==> src/rtl/cc_alu_pkg.sv <==
package cc_alu_pkg;

    typedef enum logic [3:0] {
        OP_ADD  = 4'd0,
        OP_ADC  = 4'd1,
        OP_SUB  = 4'd2,
        OP_SBC  = 4'd3,
        OP_CMP  = 4'd4,
        OP_AND  = 4'd5,
        OP_ORA  = 4'd6,
        OP_EOR  = 4'd7,
        OP_BIT  = 4'd8,
        OP_LDB  = 4'd9,
        OP_TST  = 4'd10,
        OP_LDW  = 4'd11,
        OP_CPW  = 4'd12
    } alu_op_e;

    typedef enum logic [1:0] {
        LG_AND  = 2'd0,
        LG_OR   = 2'd1,
        LG_XOR  = 2'd2,
        LG_PASS = 2'd3
    } logic_sel_e;

    localparam int CC_C = 0;
    localparam int CC_Z = 1;
    localparam int CC_N = 2;
    localparam int CC_I = 3;
    localparam int CC_H = 4;
    localparam int CC_V = 7;

    typedef struct packed {
        logic v;
        logic h;
        logic n;
        logic z;
        logic c;
    } flag_set_t;

endpackage

==> src/rtl/cc_alu_addsub.sv <==
module cc_alu_addsub #(
    parameter int W = 8
) (
    input  logic [W-1:0] a,
    input  logic [W-1:0] b,
    input  logic         cin,
    input  logic         sub,
    output logic [W-1:0] sum,
    output logic         cy,
    output logic         ov
);
    logic [W-1:0] b_eff;
    logic         c_eff;
    logic         c_raw;

    always_comb begin
        b_eff        = sub ? ~b : b;
        c_eff        = sub ? ~cin : cin;
        {c_raw, sum} = {1'b0, a} + {1'b0, b_eff} + {{W{1'b0}}, c_eff};
        cy           = sub ? ~c_raw : c_raw;
        ov           = (a[W-1] == b_eff[W-1]) && (sum[W-1] != a[W-1]);
    end
endmodule

==> src/rtl/cc_alu_logic.sv <==
module cc_alu_logic #(
    parameter int W = 8
) (
    input  cc_alu_pkg::logic_sel_e sel,
    input  logic [W-1:0]           a,
    input  logic [W-1:0]           b,
    output logic [W-1:0]           y
);
    import cc_alu_pkg::*;

    always_comb begin
        unique case (sel)
            LG_AND:  y = a & b;
            LG_OR:   y = a | b;
            LG_XOR:  y = a ^ b;
            LG_PASS: y = b;
            default: y = b;
        endcase
    end
endmodule

==> src/rtl/cc_alu_ccr_pack.sv <==
module cc_alu_ccr_pack (
    input  logic [7:0]             ccr_in,
    input  cc_alu_pkg::flag_set_t  upd,
    input  cc_alu_pkg::flag_set_t  nf,
    output logic [7:0]             ccr_out
);
    import cc_alu_pkg::*;

    always_comb begin
        ccr_out[CC_V]  = upd.v ? nf.v : ccr_in[CC_V];
        ccr_out[6:5]   = ccr_in[6:5] | 2'b11;
        ccr_out[CC_H]  = upd.h ? nf.h : ccr_in[CC_H];
        ccr_out[CC_I]  = ccr_in[CC_I];
        ccr_out[CC_N]  = upd.n ? nf.n : ccr_in[CC_N];
        ccr_out[CC_Z]  = upd.z ? nf.z : ccr_in[CC_Z];
        ccr_out[CC_C]  = upd.c ? nf.c : ccr_in[CC_C];
    end
endmodule

==> src/rtl/cc_alu.sv <==
module cc_alu #(
    parameter int DW = 8
) (
    input  logic [3:0]      op_sel,
    input  logic [2*DW-1:0] opnd_a,
    input  logic [2*DW-1:0] opnd_b,
    input  logic [7:0]      ccr_in,
    output logic [2*DW-1:0] result,
    output logic [7:0]      ccr_out,
    output logic            wr_en
);
    import cc_alu_pkg::*;

    localparam int WW = 2 * DW;
    localparam int HB = DW / 2;

    alu_op_e    op;
    logic_sel_e lsel;
    logic       b_cin;
    logic       b_sub;

    logic [DW-1:0] a_lo;
    logic [DW-1:0] b_lo;
    logic [DW-1:0] bsum;
    logic          bcy;
    logic          bov;
    logic [WW-1:0] wsum;
    logic          wcy;
    logic          wov;
    logic [DW-1:0] ly;
    logic [HB:0]   nib;

    flag_set_t upd;
    flag_set_t nf;

    assign op   = alu_op_e'(op_sel);
    assign a_lo = opnd_a[DW-1:0];
    assign b_lo = opnd_b[DW-1:0];

    // operation decode into datapath controls
    always_comb begin
        b_sub = (op == OP_SUB) || (op == OP_SBC) || (op == OP_CMP);
        b_cin = ((op == OP_ADC) || (op == OP_SBC)) && ccr_in[CC_C];
        unique case (op)
            OP_ORA:  lsel = LG_OR;
            OP_EOR:  lsel = LG_XOR;
            OP_LDB:  lsel = LG_PASS;
            default: lsel = LG_AND;
        endcase
        nib = {1'b0, a_lo[HB-1:0]} + {1'b0, b_lo[HB-1:0]} + {{HB{1'b0}}, b_cin};
    end

    cc_alu_addsub #(.W(DW)) u_byte (
        .a   (a_lo),
        .b   (b_lo),
        .cin (b_cin),
        .sub (b_sub),
        .sum (bsum),
        .cy  (bcy),
        .ov  (bov)
    );

    cc_alu_addsub #(.W(WW)) u_word (
        .a   (opnd_a),
        .b   (opnd_b),
        .cin (1'b0),
        .sub (1'b1),
        .sum (wsum),
        .cy  (wcy),
        .ov  (wov)
    );

    cc_alu_logic #(.W(DW)) u_logic (
        .sel (lsel),
        .a   (a_lo),
        .b   (b_lo),
        .y   (ly)
    );

    // per-operation result, write-enable and flag selection
    always_comb begin
        result = '0;
        wr_en  = 1'b0;
        upd    = '0;
        nf     = '0;
        unique case (op)
            OP_ADD, OP_ADC: begin
                result = {{DW{1'b0}}, bsum};
                wr_en  = 1'b1;
                upd    = '{v: 1'b1, h: 1'b1, n: 1'b1, z: 1'b1, c: 1'b1};
                nf     = '{v: bov, h: nib[HB], n: bsum[DW-1], z: ~|bsum, c: bcy};
            end
            OP_SUB, OP_SBC, OP_CMP: begin
                result = {{DW{1'b0}}, bsum};
                wr_en  = (op != OP_CMP);
                upd    = '{v: 1'b1, h: 1'b0, n: 1'b1, z: 1'b1, c: 1'b1};
                nf     = '{v: bov, h: 1'b0, n: bsum[DW-1], z: ~|bsum, c: bcy};
            end
            OP_AND, OP_ORA, OP_EOR, OP_BIT, OP_LDB: begin
                result = {{DW{1'b0}}, ly};
                wr_en  = (op != OP_BIT);
                upd    = '{v: 1'b1, h: 1'b0, n: 1'b1, z: 1'b1, c: 1'b0};
                nf     = '{v: 1'b0, h: 1'b0, n: ly[DW-1], z: ~|ly, c: 1'b0};
            end
            OP_TST: begin
                result = {{DW{1'b0}}, a_lo};
                wr_en  = 1'b0;
                upd    = '{v: 1'b1, h: 1'b0, n: 1'b1, z: 1'b1, c: 1'b0};
                nf     = '{v: 1'b0, h: 1'b0, n: a_lo[DW-1], z: ~|a_lo, c: 1'b0};
            end
            OP_LDW: begin
                result = opnd_b;
                wr_en  = 1'b1;
                upd    = '{v: 1'b1, h: 1'b0, n: 1'b1, z: 1'b1, c: 1'b0};
                nf     = '{v: 1'b0, h: 1'b0, n: opnd_b[WW-1], z: ~|opnd_b, c: 1'b0};
            end
            OP_CPW: begin
                result = wsum;
                wr_en  = 1'b0;
                upd    = '{v: 1'b1, h: 1'b0, n: 1'b1, z: 1'b1, c: 1'b1};
                nf     = '{v: wov, h: 1'b0, n: wsum[WW-1], z: ~|wsum, c: wcy};
            end
            default: begin
                result = '0;
                wr_en  = 1'b0;
            end
        endcase
    end

    cc_alu_ccr_pack u_pack (
        .ccr_in  (ccr_in),
        .upd     (upd),
        .nf      (nf),
        .ccr_out (ccr_out)
    );
endmodule

==> config.mk <==
export PLATFORM = sky130hd
export DESIGN_NAME = cc_alu
export DESIGN_NICKNAME = d
export VERILOG_FILES = /design/src/rtl/cc_alu_pkg.sv /design/src/rtl/cc_alu_addsub.sv /design/src/rtl/cc_alu_logic.sv /design/src/rtl/cc_alu_ccr_pack.sv /design/src/rtl/cc_alu.sv
export SDC_FILE = /design/constraint.sdc
export NUM_CORES = 1
export LEC_CHECK = 0
export ABC_AREA = 1
export CAP_MARGIN = 10
export CORE_AREA = 4 4 77 79
export DETAILED_ROUTE_END_ITERATION = 10
export DIE_AREA = 0 0 81 83
export PLACE_DENSITY = 0.84
export SLEW_MARGIN = 20
export SYNTH_ARGS = -nofsm -noshare
export SYNTH_HDL_FRONTEND = slang
export SYNTH_SLANG_ARGS = --single-unit
==> constraint.sdc <==
create_clock -name vclk -period 4.7
set_clock_uncertainty 0.05 [all_clocks]
set_input_delay 0.47 -clock vclk [all_inputs]
set_output_delay 0.47 -clock vclk [all_outputs]
set_load 0.01 [all_outputs]
==> impl_results.md <==
* Final period utilization at 96.45%
* Worst vdd rail ir drop at 0.07674 mV
* Syn avg cell area at ~5.5 um2
* FMAX at ~220 MHz
* Status: finished, final reports clean
* Crit-path slowest cell: clkdlybuf4s50_1
* Sequential fraction of the synthesis area at 0%
* Biggest cell delay along the critical path at 0.54 ns
* Final WL at roughly 9400 um
* Total core area at 5338 um2
* PD cells at 128.4 nW/um2
* Mapped Area at 2714 um2
* Setup TNS at 0 ns
* Worst-margin pin slew at 0.6362 ns
* Crit path cell chain: clkdlybuf4s50_1 > nor2_2 > inv_2 > o21ai_4 > xor2_1 > inv_1 > fa_2 > fa_1 > buf_4 > nand3_1 > nand3_1 > xnor2_1 > nand3_1 > nor2_1 > nand3_1 > nand2_1 > inv_1 > nand3_1 > nand2_1 > inv_1 > clkdlybuf4s50_1
* Synth unique cells at 39
* Final hold vios at 0
* Most used cell, CP: nand3_1
* Final antenna-violating net count at 0
* CP top delay family: buffers and inverters
* Post-route insts no fill at ~640
* Vias per inst at 5.522
* Setup Fix Bufs, Post-CTS at 0
* Setup WS post-layout at 0.1668 ns
* Area Growth Syn to Fin at 29.37%
* DIE WIDTH at 81 um
* # nets final at 656
* Ports at 69
* Top fanout value on the critical path at 3
* Area of the multi-input gates at 2337 um2
* Reg area at 0 um2
* Layout cells sized above 1 at a little over 6%
* Power, Total at roughly 0.45 mW
* Maxcap violations at 0
* Drt wl/cell at 14.77 um
* Worst EP arrival at 4.01 ns
* Final slew viol count at 0
* Placed Cells at 638
* Total grt overflow at 0
* First-pass GRT wire length at about 15000 um
* Routed vias at ~3500
* DRT iter0 DRCs at 312
* LEAKAGE at roughly 1.9 nW
* Critical path class: in2out
* ANT cells at 0
* Die H at 83 um
* Port buffer count at 63
* Largest net degree at the start of global routing at 16
* Post-DP HPWL at about 8000 um
* Critical Path End Type: output port
* Drt first pass iters at 5
* Routability cong. at 0.9795
* Starting Density at 50.84%
* Hold Slack at 0.8900 ns
* Fillers at 508
* Antenna violations before repair at 0
* Max_slew headroom at 57.48%
* Number of global-route vias before repair at 3290
* Synth Instances at slightly below 500
* Required @ worst endpoint at around 4.2 ns
* Num rows at 27
* Clock period minus worst slack at 4.533 ns
* Sequential cells at 0
* Synth Warn # at 0
* Worst Path Buf+Inv at 7
* Drt drc at 0
* GRT Util Overall at between 20% and 30%
* Min-delay worst type: in2out
* Clkbuf count at 0
* Die area at 6723 um2
* Dpl ws at 0.003420 ns
* Endpoints failing setup at 0
* Crit path launch type: primary input
==> per-layer routing <==
| metal | track usage, % | part of all wire, % | vias up |
|---|---|---|---|
| met5 | 0 | 0 | - |
| met4 | 4.916 | 1.6 | 0 |
| met3 | 1.518 | 7.0 | 16 |
| met2 | 46.00 | 47 | 141 |
| met1 | 38.57 | 45 | 1622 |
| li1 | - | - | 1744 |
==> final timing paths <==
check	start	end	slack, ns	depth (start not counted)
max	op_sel[1]	ccr_out[1]	0.17	21
min	ccr_in[3]	ccr_out[3]	0.89	0
==> layout make-up <==
class                           instances  area share [%]
Inverter                               98           10.48
Multi-Input combinational cell        394           66.57
Tap cell                               72           2.566
Timing Repair Buffer                   74           20.38
==> per-stage QoR <==
| stage | utilization (%) | area [um2] |
|---|---|---|
| after CTS | 65.35 | 3488 |
| after detailed placement | 65.28 | 3485 |
| after global placement | 65.28 | 3485 |
| after global routing | 65.78 | 3511 |
| final | 65.78 | 3511 |
| after floorplan | - | 2718 |
==> power by group <==
part           internal (mW)  leakage [nW]  switching (mW)
combinational          0.190          1.90           0.261
clock                      0             0               0
sequential                 0             0               0
total                  0.190          1.90           0.261
==> cells by family (layout without fill, tap and decap cells) <==
kind of cell	after synthesis	count (layout)	synth area share, %
compound gates	63	63	13.83
xor+xnor	18	18	5.809
other cells	1	2	0.1382
buf+inv	104	172	14.89
simple gates	267	267	44.21
fa+ha+maj	44	44	21.12
==> synth_stat cells (2+ instances only) <==
library cell / number / area (um2)
nand2_1: 121 / 454.2
inv_1: 95 / 356.6
nor2_1: 53 / 198.9
nand3_1: 50 / 250.2
ha_1: 41 / 513.0
a21oi_1: 20 / 100.1
o21ai_0: 14 / 70.07
xor2_1: 13 / 113.9
o22ai_1: 11 / 68.82
nand4_1: 9 / 56.30
nor2_2: 8 / 50.05
nor3_1: 7 / 35.03
nand3b_1: 6 / 45.04
xnor2_1: 5 / 43.79
nor4_1: 4 / 25.02
buf_4: 3 / 22.52
fa_1: 3 / 60.06
inv_2: 3 / 11.26
nor2_4: 3 / 33.78
o211ai_1: 3 / 22.52
o221ai_1: 3 / 26.28
buf_2: 2 / 10.01
nand2_4: 2 / 22.52
o21ai_1: 2 / 10.01
o21bai_1: 2 / 15.01
==> layout by cell type, fill, tap and decap left out, types with 3 or more instances in the layout <==
master	count
nor2_4	3
nand3b_1	6
buf_4	11
inv_2	3
a21oi_1	20
nor2_2	9
nand4_1	9
nand2_1	121
nor4_1	4
clkdlybuf4s50_1	62
nor2_1	52
nand3_1	50
xor2_1	13
xnor2_1	4
o22ai_1	11
o211ai_1	3
nor3_1	7
o21ai_0	14
ha_1	41
o221ai_1	3
inv_1	95
==> repair_timing <==
item,in CTS,in global routing
pin swaps,0,2
setup endpoints to repair,1,2
resized for setup,1,5
hold buffers,0,0
Note: power is estimated with default switching activity, not from simulation.
